==> src/rtl/useq_pkg.sv <==
package useq_pkg;
  localparam int UAW    = 6;
  localparam int OPW    = 6;
  localparam int CTRL_W = 17;

  typedef enum logic [2:0] {
    J_NEXT  = 3'd0,
    J_SPIN  = 3'd1,
    J_FETCH = 3'd2,
    J_DISP  = 3'd3,
    J_FEQZ  = 3'd4,
    J_FNEZ  = 3'd5
  } jump_t;

  typedef struct packed {
    logic [CTRL_W-1:0] ctrl;
    jump_t             jt;
    logic [UAW-1:0]    target;
  } uword_t;

  typedef struct packed {
    logic selInc;
    logic selHold;
    logic selFetch;
    logic selAbs;
    logic selDisp;
  } seqStrobe_t;

  // control-line bit positions
  localparam int B_LDIR  = 0;
  localparam int B_LDA   = 1;
  localparam int B_LDB   = 2;
  localparam int B_LDMA  = 3;
  localparam int B_ALUOP = 4;   // 3 bits
  localparam int B_ENALU = 7;
  localparam int B_REGWR = 8;
  localparam int B_ENREG = 9;
  localparam int B_RSEL  = 10;  // 3 bits
  localparam int B_IMM   = 13;  // 2 bits, 0 = off
  localparam int B_ENMEM = 15;
  localparam int B_MEMWR = 16;

  localparam logic [2:0] RS_RS = 3'd0, RS_RT = 3'd1, RS_RD = 3'd2, RS_PC = 3'd3, RS_LINK = 3'd4;
  localparam logic [2:0] AO_PASSA = 3'd0, AO_PASSB = 3'd1, AO_INC4 = 3'd2,
                         AO_ADD = 3'd3, AO_FUNC = 3'd4, AO_JTARG = 3'd5;
  localparam logic [1:0] IM_SEXT = 2'd1, IM_SEXT_SH2 = 2'd2, IM_RAW = 2'd3;

  // micro-address map
  localparam logic [UAW-1:0] UA_FETCH = 6'd0;
  localparam logic [UAW-1:0] UA_ALU   = 6'd4;
  localparam logic [UAW-1:0] UA_ALUI  = 6'd7;
  localparam logic [UAW-1:0] UA_LW    = 6'd10;
  localparam logic [UAW-1:0] UA_SW    = 6'd15;
  localparam logic [UAW-1:0] UA_BEQZ  = 6'd20;
  localparam logic [UAW-1:0] UA_BNEZ  = 6'd25;
  localparam logic [UAW-1:0] UA_J     = 6'd30;
  localparam logic [UAW-1:0] UA_JR    = 6'd33;
  localparam logic [UAW-1:0] UA_JAL   = 6'd35;
  localparam logic [UAW-1:0] UA_JALR  = 6'd39;

  function automatic logic [CTRL_W-1:0] bitOn(input int pos);
    return CTRL_W'(1) << pos;
  endfunction

  function automatic logic [CTRL_W-1:0] rdReg(input logic [2:0] sel);
    return bitOn(B_ENREG) | (CTRL_W'(sel) << B_RSEL);
  endfunction

  function automatic logic [CTRL_W-1:0] wrReg(input logic [2:0] sel);
    return bitOn(B_REGWR) | (CTRL_W'(sel) << B_RSEL);
  endfunction

  function automatic logic [CTRL_W-1:0] aluDrv(input logic [2:0] op);
    return bitOn(B_ENALU) | (CTRL_W'(op) << B_ALUOP);
  endfunction

  function automatic logic [CTRL_W-1:0] immDrv(input logic [1:0] sel);
    return CTRL_W'(sel) << B_IMM;
  endfunction

  function automatic logic [UAW-1:0] dispatchEntry(input logic [OPW-1:0] op);
    case (op)
      6'h00:   return UA_ALU;
      6'h08:   return UA_ALUI;
      6'h23:   return UA_LW;
      6'h2B:   return UA_SW;
      6'h04:   return UA_BEQZ;
      6'h05:   return UA_BNEZ;
      6'h02:   return UA_J;
      6'h12:   return UA_JR;
      6'h03:   return UA_JAL;
      6'h13:   return UA_JALR;
      default: return UA_FETCH;
    endcase
  endfunction
endpackage

==> src/rtl/ucode_rom.sv <==
module ucode_rom
  import useq_pkg::*;
#(
  parameter int AW = UAW
) (
  input  logic [AW-1:0] addr,
  output uword_t        word
);
  function automatic uword_t mk(input jump_t jt, input logic [CTRL_W-1:0] c);
    uword_t w;
    w.ctrl   = c;
    w.jt     = jt;
    w.target = UA_FETCH;
    return w;
  endfunction

  always_comb begin
    case (addr)
      // instruction fetch
      6'd0:  word = mk(J_NEXT,  rdReg(RS_PC) | bitOn(B_LDMA));
      6'd1:  word = mk(J_SPIN,  bitOn(B_ENMEM) | bitOn(B_LDIR));
      6'd2:  word = mk(J_NEXT,  rdReg(RS_PC) | bitOn(B_LDA));
      6'd3:  word = mk(J_DISP,  aluDrv(AO_INC4) | wrReg(RS_PC));
      // register ALU
      6'd4:  word = mk(J_NEXT,  rdReg(RS_RS) | bitOn(B_LDA));
      6'd5:  word = mk(J_NEXT,  rdReg(RS_RT) | bitOn(B_LDB));
      6'd6:  word = mk(J_FETCH, aluDrv(AO_FUNC) | wrReg(RS_RD));
      // immediate ALU
      6'd7:  word = mk(J_NEXT,  rdReg(RS_RS) | bitOn(B_LDA));
      6'd8:  word = mk(J_NEXT,  immDrv(IM_SEXT) | bitOn(B_LDB));
      6'd9:  word = mk(J_FETCH, aluDrv(AO_FUNC) | wrReg(RS_RT));
      // load
      6'd10: word = mk(J_NEXT,  rdReg(RS_RS) | bitOn(B_LDA));
      6'd11: word = mk(J_NEXT,  immDrv(IM_SEXT) | bitOn(B_LDB));
      6'd12: word = mk(J_NEXT,  aluDrv(AO_ADD) | bitOn(B_LDMA));
      6'd13: word = mk(J_SPIN,  bitOn(B_ENMEM) | wrReg(RS_RT));
      6'd14: word = mk(J_FETCH, '0);
      // store
      6'd15: word = mk(J_NEXT,  rdReg(RS_RS) | bitOn(B_LDA));
      6'd16: word = mk(J_NEXT,  immDrv(IM_SEXT) | bitOn(B_LDB));
      6'd17: word = mk(J_NEXT,  aluDrv(AO_ADD) | bitOn(B_LDMA));
      6'd18: word = mk(J_SPIN,  bitOn(B_ENMEM) | bitOn(B_MEMWR) | rdReg(RS_RT));
      6'd19: word = mk(J_FETCH, '0);
      // branch taken on zero
      6'd20: word = mk(J_NEXT,  rdReg(RS_RS) | bitOn(B_LDA));
      6'd21: word = mk(J_FNEZ,  '0);
      6'd22: word = mk(J_NEXT,  rdReg(RS_PC) | bitOn(B_LDA));
      6'd23: word = mk(J_NEXT,  immDrv(IM_SEXT_SH2) | bitOn(B_LDB));
      6'd24: word = mk(J_FETCH, aluDrv(AO_ADD) | wrReg(RS_PC));
      // branch taken on nonzero
      6'd25: word = mk(J_NEXT,  rdReg(RS_RS) | bitOn(B_LDA));
      6'd26: word = mk(J_FEQZ,  '0);
      6'd27: word = mk(J_NEXT,  rdReg(RS_PC) | bitOn(B_LDA));
      6'd28: word = mk(J_NEXT,  immDrv(IM_SEXT_SH2) | bitOn(B_LDB));
      6'd29: word = mk(J_FETCH, aluDrv(AO_ADD) | wrReg(RS_PC));
      // jump
      6'd30: word = mk(J_NEXT,  rdReg(RS_PC) | bitOn(B_LDA));
      6'd31: word = mk(J_NEXT,  immDrv(IM_RAW) | bitOn(B_LDB));
      6'd32: word = mk(J_FETCH, aluDrv(AO_JTARG) | wrReg(RS_PC));
      // jump register
      6'd33: word = mk(J_NEXT,  rdReg(RS_RS) | bitOn(B_LDA));
      6'd34: word = mk(J_FETCH, aluDrv(AO_PASSA) | wrReg(RS_PC));
      // jump and link
      6'd35: word = mk(J_NEXT,  rdReg(RS_PC) | bitOn(B_LDA));
      6'd36: word = mk(J_NEXT,  aluDrv(AO_PASSA) | wrReg(RS_LINK));
      6'd37: word = mk(J_NEXT,  immDrv(IM_RAW) | bitOn(B_LDB));
      6'd38: word = mk(J_FETCH, aluDrv(AO_JTARG) | wrReg(RS_PC));
      // jump and link register
      6'd39: word = mk(J_NEXT,  rdReg(RS_PC) | bitOn(B_LDA));
      6'd40: word = mk(J_NEXT,  rdReg(RS_RS) | bitOn(B_LDB));
      6'd41: word = mk(J_NEXT,  aluDrv(AO_PASSA) | wrReg(RS_LINK));
      6'd42: word = mk(J_FETCH, aluDrv(AO_PASSB) | wrReg(RS_PC));
      default: word = mk(J_FETCH, '0);
    endcase
  end
endmodule

==> src/rtl/useq_ctrl.sv <==
module useq_ctrl
  import useq_pkg::*;
(
  input  jump_t      jt,
  input  logic       memBusy,
  input  logic       aluZero,
  output seqStrobe_t strobe
);
  always_comb begin
    strobe = '0;
    unique case (jt)
      J_NEXT:  strobe.selInc   = 1'b1;
      J_SPIN:  begin
        strobe.selHold = memBusy;
        strobe.selInc  = !memBusy;
      end
      J_FETCH: strobe.selFetch = 1'b1;
      J_DISP:  strobe.selDisp  = 1'b1;
      J_FEQZ:  begin
        strobe.selAbs = aluZero;
        strobe.selInc = !aluZero;
      end
      J_FNEZ:  begin
        strobe.selInc = aluZero;
        strobe.selAbs = !aluZero;
      end
      default: strobe.selFetch = 1'b1;
    endcase
  end
endmodule

==> src/rtl/useq_path.sv <==
module useq_path
  import useq_pkg::*;
#(
  parameter int AW  = UAW,
  parameter int OW  = OPW
) (
  input  logic          clk,
  input  logic          rst,
  input  seqStrobe_t    strobe,
  input  logic [AW-1:0] target,
  input  logic [OW-1:0] opcode,
  output logic [AW-1:0] uPC
);
  logic [AW-1:0] uNext;
  logic [AW-1:0] dispAddr;

  assign dispAddr = dispatchEntry(opcode);

  always_comb begin
    if (strobe.selHold)       uNext = uPC;
    else if (strobe.selFetch) uNext = UA_FETCH;
    else if (strobe.selAbs)   uNext = target;
    else if (strobe.selDisp)  uNext = dispAddr;
    else                      uNext = uPC + AW'(1);
  end

  always_ff @(posedge clk) begin
    if (rst) uPC <= UA_FETCH;
    else     uPC <= uNext;
  end


  reset_to_fetch_chk: assert property (@(posedge clk) rst |=> (uPC == UA_FETCH));
endmodule

==> src/rtl/micro_sequencer.sv <==
module micro_sequencer
  import useq_pkg::*;
#(
  parameter int AW = UAW,
  parameter int OW = OPW,
  parameter int CW = CTRL_W
) (
  input  logic          clk,
  input  logic          rst,
  input  logic [OW-1:0] opcode,
  input  logic          memBusy,
  input  logic          aluZero,
  output logic [CW-1:0] ctrl,
  output logic [AW-1:0] uState
);
  uword_t     word;
  seqStrobe_t strobe;

  ucode_rom #(.AW(AW)) u_rom (
    .addr (uState),
    .word (word)
  );

  useq_ctrl u_ctrl (
    .jt      (word.jt),
    .memBusy (memBusy),
    .aluZero (aluZero),
    .strobe  (strobe)
  );

  useq_path #(.AW(AW), .OW(OW)) u_path (
    .clk    (clk),
    .rst    (rst),
    .strobe (strobe),
    .target (word.target),
    .opcode (opcode),
    .uPC    (uState)
  );

  assign ctrl = word.ctrl;


  next_advance_chk: assert property (@(posedge clk) disable iff (rst)
    (word.jt == J_NEXT) |=> (uState == AW'($past(uState) + AW'(1))));

  spin_hold_chk: assert property (@(posedge clk) disable iff (rst)
    (word.jt == J_SPIN && memBusy) |=> $stable(uState));

  spin_release_chk: assert property (@(posedge clk) disable iff (rst)
    (word.jt == J_SPIN && !memBusy) |=> (uState == AW'($past(uState) + AW'(1))));

  fetch_return_chk: assert property (@(posedge clk) disable iff (rst)
    (word.jt == J_FETCH) |=> (uState == UA_FETCH));

  feqz_taken_chk: assert property (@(posedge clk) disable iff (rst)
    (word.jt == J_FEQZ && aluZero) |=> (uState == $past(word.target)));

  fnez_taken_chk: assert property (@(posedge clk) disable iff (rst)
    (word.jt == J_FNEZ && !aluZero) |=> (uState == $past(word.target)));
endmodule

==> config.mk <==
export PLATFORM = sky130hd
export DESIGN_NAME = micro_sequencer
export DESIGN_NICKNAME = d
export VERILOG_FILES = /design/src/rtl/useq_pkg.sv /design/src/rtl/ucode_rom.sv /design/src/rtl/useq_ctrl.sv /design/src/rtl/useq_path.sv /design/src/rtl/micro_sequencer.sv
export SDC_FILE = /design/constraint.sdc
export NUM_CORES = 1
export LEC_CHECK = 0
export BUFFER_PORTS_ARGS = -buffer_cell sky130_fd_sc_hd__buf_2
export CORE_MARGIN = 2
export CORE_UTILIZATION = 58
export CTS_CLUSTER_SIZE = 14
export DETAILED_ROUTE_END_ITERATION = 12
export PLACE_DENSITY_LB_ADDON = 0.15
export SLEW_MARGIN = 0
export SYNTH_ARGS = -nofsm -noshare
export SYNTH_HDL_FRONTEND = slang
export SYNTH_HIERARCHICAL = 1
export SYNTH_SLANG_ARGS = --single-unit
==> constraint.sdc <==
create_clock -name clk -period 8.65 [get_ports clk]
set_input_delay 1.73 -clock clk [delete_from_list [all_inputs] [get_ports clk]]
set_output_delay 1.73 -clock clk [all_outputs]
set_load 0.02 [all_outputs]
== Yosys cells after proc, flatten, opt, wreduce, memory -nomap -nowiden ==
Memories as Yosys holds them, arrays and structs flattened. A register that Yosys moved wholly into a read port is not among the register bits.
Cells that the tools add are included.
Storage, ports and cells
  bits in registers: 6
  bits in read-only memories: 1280
  input port bits: 10
  output and inout bits: 23
  logic and storage cells: 29
  memories kept: 1
Operators by class
  add/subtract/negate cells: 1
  eq/ne operators: 13
  muxes and demuxes: 9
  reductions and logical operators: 4
Memory list
  (no name shown): words 64, width 20, rd ports 1, clocked after memory_dff 1, write ports 0, line ucode_rom.sv:18  | case (addr)
Operators by type and width (count)
  $pmux 6 s10: 1
  $mux 6: 5
  $eq 6x2->1 const B: 2
  $eq 6x3->1 const B: 2
  $eq 6x5->1 const B: 2
  $eq 6x6->1 const B: 2
  $add 6x1->6 const B: 1
  $eq 3x3->1 const B: 2
  $eq 6x4->1 const B: 1
  $logic_not 6->1: 1
  $reduce_or 5->1: 1
  $eq 3x1->1 const B: 1
  $eq 3x2->1 const B: 1
  $logic_not 3->1: 1
  $mux 1: 2
  $pmux 1 s2: 1
  $logic_not 1->1: 1

== Logic depth before layout (Yosys ltp) ==
Gate-level depths: netlist of the first run.
  word-level depth: 7
  depth in mapped cells: 13
  gate-level depth less buffers: 13

== Hierarchy ==
Netlist of the first run, hierarchy kept.
By module, submodules not included
  ucode_rom: times used 1, cells an instance 161, area an instance 1058.5 um^2, sequential area each 0.0 um^2
  useq_path: times used 1, cells an instance 92, area an instance 661.9 um^2, sequential area each 120.1 um^2
  useq_ctrl: times used 1, cells an instance 11, area an instance 80.1 um^2, sequential area each 0.0 um^2

== Worst setup path before layout of the first run ==
OpenSTA, ideal clock, no wires.
  path type: flip-flop to output port
  from: register u_path/uPC[0] (netlist name)
  to: output port ctrl[13]
  arrival: 2.095 ns
  slack: 4.825 ns
  cell stages (with the launch flop): 7
  cell sequence: dfxtp_1 > inv_1 > ha_1 > or3b_1 > a21oi_1 > a41oi_1 > o21ai_1
RTL lines
  end, declared: line micro_sequencer.sv:13  | output logic [CW-1:0] ctrl,

==> impl_metrics.json, run 1 <==
{
  "clock.fmax_mhz": 237.3,
  "die_y_um": 59.25,
  "fin_crit_sh": 0.4873,
  "report.final.slew_viol_count": 0,
  "crit_path_start_kind": "register",
  "numCtsBuffers": 3,
  "cts_buffer_depth": 2,
  "vdd_drop_max_mv": 0.1796,
  "num_vias": 1958,
  "die_w_um": 59.25,
  "post-cts-setup-buffers": 0,
  "final.min_clock_period_ns": 4.215,
  "syn_avg_cell_area_sq_um": 6.809,
  "maxSlewHeadroom": 0.2762,
  "nets": 298,
  "htreeDepth": 1,
  "post_drt_wl_per_cell_um": 15.13,
  "finalClockSkew_ns": 0.008563,
  "grt_pass1_vias": 1613,
  "outcome": "finished clean",
  "place_hpwl_mm": 3.260,
  "design_area_sq_um": 1871,
  "intPower_mw": 0.1865,
  "final.setup.tns_ns": 0,
  "synth_warnings": 6,
  "num-fill-cells": 299,
  "overflow": 0,
  "drtAntennaViolNets": 0,
  "hp-class": "register to register",
  "grt_pass1_wl_mm": 7.541,
  "start_util": 0.5945,
  "clock_sinks": 6,
  "io_buffers": 32,
  "n_antenna_cell": 0,
  "viasPerCell": 6.316,
  "cp_max_fo": 14,
  "cp.required_ns": 6.92,
  "tightest_slew_ns": 1.083,
  "cellPowerDensity_nw_per_um2": 234.9,
  "io_pins": 33,
  "syn_area_sq_um": 1770,
  "hold_viol": 0,
  "fin_util": 0.6282,
  "dieArea_sq_um": 3511,
  "first_pass_iters": 5,
  "core_area_sq_um": 2978,
  "end_kind": "output pin",
  "clock_power_share": 0.060,
  "drc": 0,
  "critPathKind": "register to output pin",
  "netlist_instances": 260,
  "rows": 20,
  "leakagePower_nw": 0.7405,
  "drv_cap": 0,
  "cts_resized": 0,
  "drive_above_1_share": 0.1913,
  "power.switching_mw": 0.2528,
  "finalSetupViolations": 0,
  "drtIter0Drc": 215,
  "grt_usage": 0.2710,
  "dpl_cell_area_sq_um": 1848,
  "gp_congestion": 0.8883,
  "arrival_ns": 2.48,
  "cts_tree": "built",
  "seqPwrFrac": 0.106,
  "pre_cts_ws_ns": 4.755,
  "rsz0062_at_grt": "false",
  "clock-root-buffer": "clkbuf_4",
  "netSwitchingFraction": 0.5754,
  "finalWirelength_mm": 4.689,
  "antenna_found_initial": 0,
  "grt_max_degree": 50,
  "area_delta_synth_final_pct": 5.653,
  "fin_ws_ns": 4.435,
  "p_comb_frac": 0.834,
  "regMostFlops": "u_path/uPC",
  "clock_latency_ns": 0.25,
  "largest_reg_flops": 6,
  "top_regs": "u_path/uPC: 6 flops",
  "ctsHoldBuffers": 0,
  "path_clk_slew_ns": 0.05
}
critical path, stage by stage (launching register included):
cell and delay (ns):
dfxtp_1 0.63, inv_1 0.23, ha_1 0.46, nand2b_1 0.24
mux2_2 0.30, o21ai_2 0.10, o31a_1 0.13, buf_2 0.16
stage by stage:
stage	power [mW]	hold slack, ns	std cells
floorplan	0.3248	0.6216	265
global placement	0.4044	0.6644	307
detailed placement	0.4069	0.6786	307
CTS	0.4345	0.6875	310
global route	0.4773	0.7301	310
finish	0.4394	0.7031	310
worst paths after layout:
kind | startpoint | end | slack (ns) | cells past startpoint
max | u_path/uPC[0] | ctrl[11] | 4.44 | 7
max reg2reg | u_path/uPC[0] | u_path/uPC[2] | 4.78 | 11
min reg2reg | u_path/uPC[1] | u_path/uPC[1] | 0.70 | 2
min | u_path/uPC[1] | u_path/uPC[1] | 0.70 | 2
cell type report:
cell class	count	area, sq um	area share
Inverter	10	37.54	0.02007
Clock buffer	3	22.52	0.01204
Tap cell	33	41.29	0.02207
Timing Repair Buffer	36	190.2	0.1017
Sequential cell	6	120.1	0.06421
Multi-Input combinational cell	222	1459	0.7799
placed cells by master, fill, tap and decap left out, drive strengths merged, types with 4 or more instances in the layout:
cell type / instances
buf: 36
conb: 6
a211oi: 5
o21ai: 15
nor2b: 7
nand3b: 4
a21oi: 26
nor3: 11
o31ai: 4
o22ai: 4
nand2: 18
nand2b: 9
nor4b: 4
a221oi: 4
and3: 6
inv: 10
nand3: 7
o211ai: 4
nor2: 21
mux2i: 6
dfxtp: 6
ha: 9
routing by layer:
layer	track usage	vias to the layer above	wire length [um]
li1	-	989	-
met1	0.3735	895	2100
met2	0.4584	68	2301
met3	0.01092	6	242
met4	0.07468	0	45
met5	0	-	0
power groups by stage:
stage	clock network (mW)	logic (mW)	registers (mW)
finish	0.0265	0.366	0.0464
global route	0.0282	0.402	0.0473
CTS	0.0273	0.361	0.0459
detailed placement	0	0.360	0.0465
global placement	0	0.359	0.0457
floorplan	0	0.271	0.0537
No activity file was read; power rests on OpenSTA's default activity.
==> run 2, diff against run 1 <==
Settings changed: CORE_UTILIZATION 58 to 55.
Clock period 8.65 ns to 4.2 ns, I/O delays scaled along.
==> run 2 against run 1 <==
Sequential cell count unchanged. Clock-buffer cell count unchanged. Sequential share of layout area down 0.072 points. Via count up 2.3%. Setup slack worse by 3.7 ns. Register-to-register slack worse by 4.0 ns. Power up 110%. Critical path type is now register to register. Largest cell class unchanged. Highest routed layer unchanged.
==> impl_metrics.json, run 2 (synthesized netlist as in run 1, its figures left out) <==
{
  "overflow": 0,
  "drc": 0,
  "report.final.slew_viol_count": 0,
  "cp.required_ns": 4.32,
  "start_util": 0.5799,
  "path_cells": "inv_1 > ha_1 > o21ai_0 > o31ai_1 > a221oi_1 > a21oi_1 > nor4b_2 > buf_4 > nand3b_1 > o21ai_0 > and3_1 > a2111oi_0",
  "num_vias": 2003,
  "top_regs": "u_path/uPC: 6 flops",
  "cp_max_fo": 14,
  "hold_viol": 0,
  "clock_sinks": 6,
  "layout_commonest_cell": "buf_2",
  "final.min_clock_period_ns": 3.451,
  "antenna_found_initial": 0,
  "fin_crit_sh": 0.8217,
  "drtAntennaViolNets": 0,
  "hp-class": "register to register",
  "grt_pass1_vias": 1701,
  "end_kind": "register",
  "htreeDepth": 1,
  "drv_cap": 0,
  "tightest_slew_ns": 0.8762,
  "area_delta_synth_final_pct": 6.855,
  "ctsHoldBuffers": 0,
  "gp_congestion": 0.9127,
  "num-fill-cells": 309,
  "post-cts-setup-buffers": 0,
  "clock_latency_ns": 0.25,
  "dp.cells": 319,
  "critPathMostFrequentCell": "o21ai_0",
  "clock.fmax_mhz": 289.8,
  "io_buffers": 32,
  "layout_common_cells": "buf_2, a21oi_1, nor2_1",
  "place_hpwl_mm": 3.371,
  "leakagePower_nw": 0.7458,
  "critPathSlowestCell": "dfxtp_1",
  "core_area_sq_um": 3053,
  "drive_above_1_share": 0.1942,
  "dieArea_sq_um": 3689,
  "maxSlewHeadroom": 0.4151,
  "post_drt_wl_per_cell_um": 15.31,
  "viasPerCell": 6.220,
  "outcome": "finished clean",
  "arrival_ns": 3.57,
  "die_w_um": 60.74,
  "grt_usage": 0.2769,
  "cellPowerDensity_nw_per_um2": 484.7,
  "regMostFlops": "u_path/uPC",
  "numCtsBuffers": 3,
  "hold_depth": 2,
  "rsz0062_at_grt": "false",
  "rows": 20,
  "grt_pass1_wl_mm": 7.935,
  "drtIter0Drc": 266,
  "final_cells": 322,
  "io_pins": 33,
  "grt_max_degree": 45,
  "fin_hold_ws_ns": 0.6087,
  "cts_tree": "built",
  "finalWirelength_mm": 4.930,
  "cts_buffer_depth": 2,
  "path_clk_slew_ns": 0.05,
  "critical-path-max-stage-delay_ns": 0.62,
  "finalClockSkew_ns": 0.01088,
  "r2r_cells": 12,
  "vdd_drop_max_mv": 0.2554,
  "finalSetupViolations": 0,
  "final.setup.tns_ns": 0,
  "die_y_um": 60.74,
  "clock-root-buffer": "clkbuf_4",
  "crit_path_start_kind": "register",
  "nets": 299,
  "n_antenna_cell": 0,
  "largest_reg_flops": 6,
  "first_pass_iters": 5,
  "cts_resized": 0,
  "critPathKind": "register to register"
}
[run 2: area by class of cell]
class	count	area, sq um	area share
inverter	10	37.54	0.01984
tap	44	55.05	0.02910
timing repair buffer	37	197.7	0.1045
sequential	6	120.1	0.06349
clock buffer	3	22.52	0.01190
multi-input combinational	222	1459	0.7712
[run 2: through the flow]
step             util  power, mW  setup WS (ns)  instance area (sq um)
2_1_floorplan       -     0.6689          1.132                   1789
5_1_grt        0.6197     0.9973         0.4260                   1892
6_report       0.6197     0.9169         0.7488                   1892
4_1_cts        0.6197     0.9078         0.7813                   1892
3_5_place_dp   0.6123     0.8490         0.8695                   1869
3_3_place_gp   0.6123     0.8512         0.7943                   1869
[run 2: layer usage]
layer  part of all wire  vias to the layer above  track usage
met5                  0                        -            0
li1                   -                      993            -
met3              0.054                       10      0.01919
met1               0.43                      922       0.3689
met4              0.014                        0      0.09006
met2               0.50                       78       0.4747
[run 2: report_power, final]
part           switching [mW]  leakage [nW]  internal (mW)
clock network          0.0214        0.0138         0.0324
registers              0.0413        0.0489         0.0696
logic                   0.466         0.683          0.286
[run 2: path summary, 6_finish.rpt]
check	end	from	slack (ns)
setup / recovery	u_path/uPC[2]	u_path/uPC[0]	0.75
hold / removal	u_path/uPC[2]	u_path/uPC[2]	0.61
setup reg to reg	u_path/uPC[2]	u_path/uPC[0]	0.75
hold reg to reg	u_path/uPC[2]	u_path/uPC[2]	0.61
[run 2: critical path: cells and delay by family (launching register included)]
family                     cells  cell delay (ns)
and+or+nand+nor                3             0.65
AOI/OAI and AO/OA              6             1.27
buffers and inverters          2             0.45
adders and majority gates      1             0.33
DFF                            1             0.62
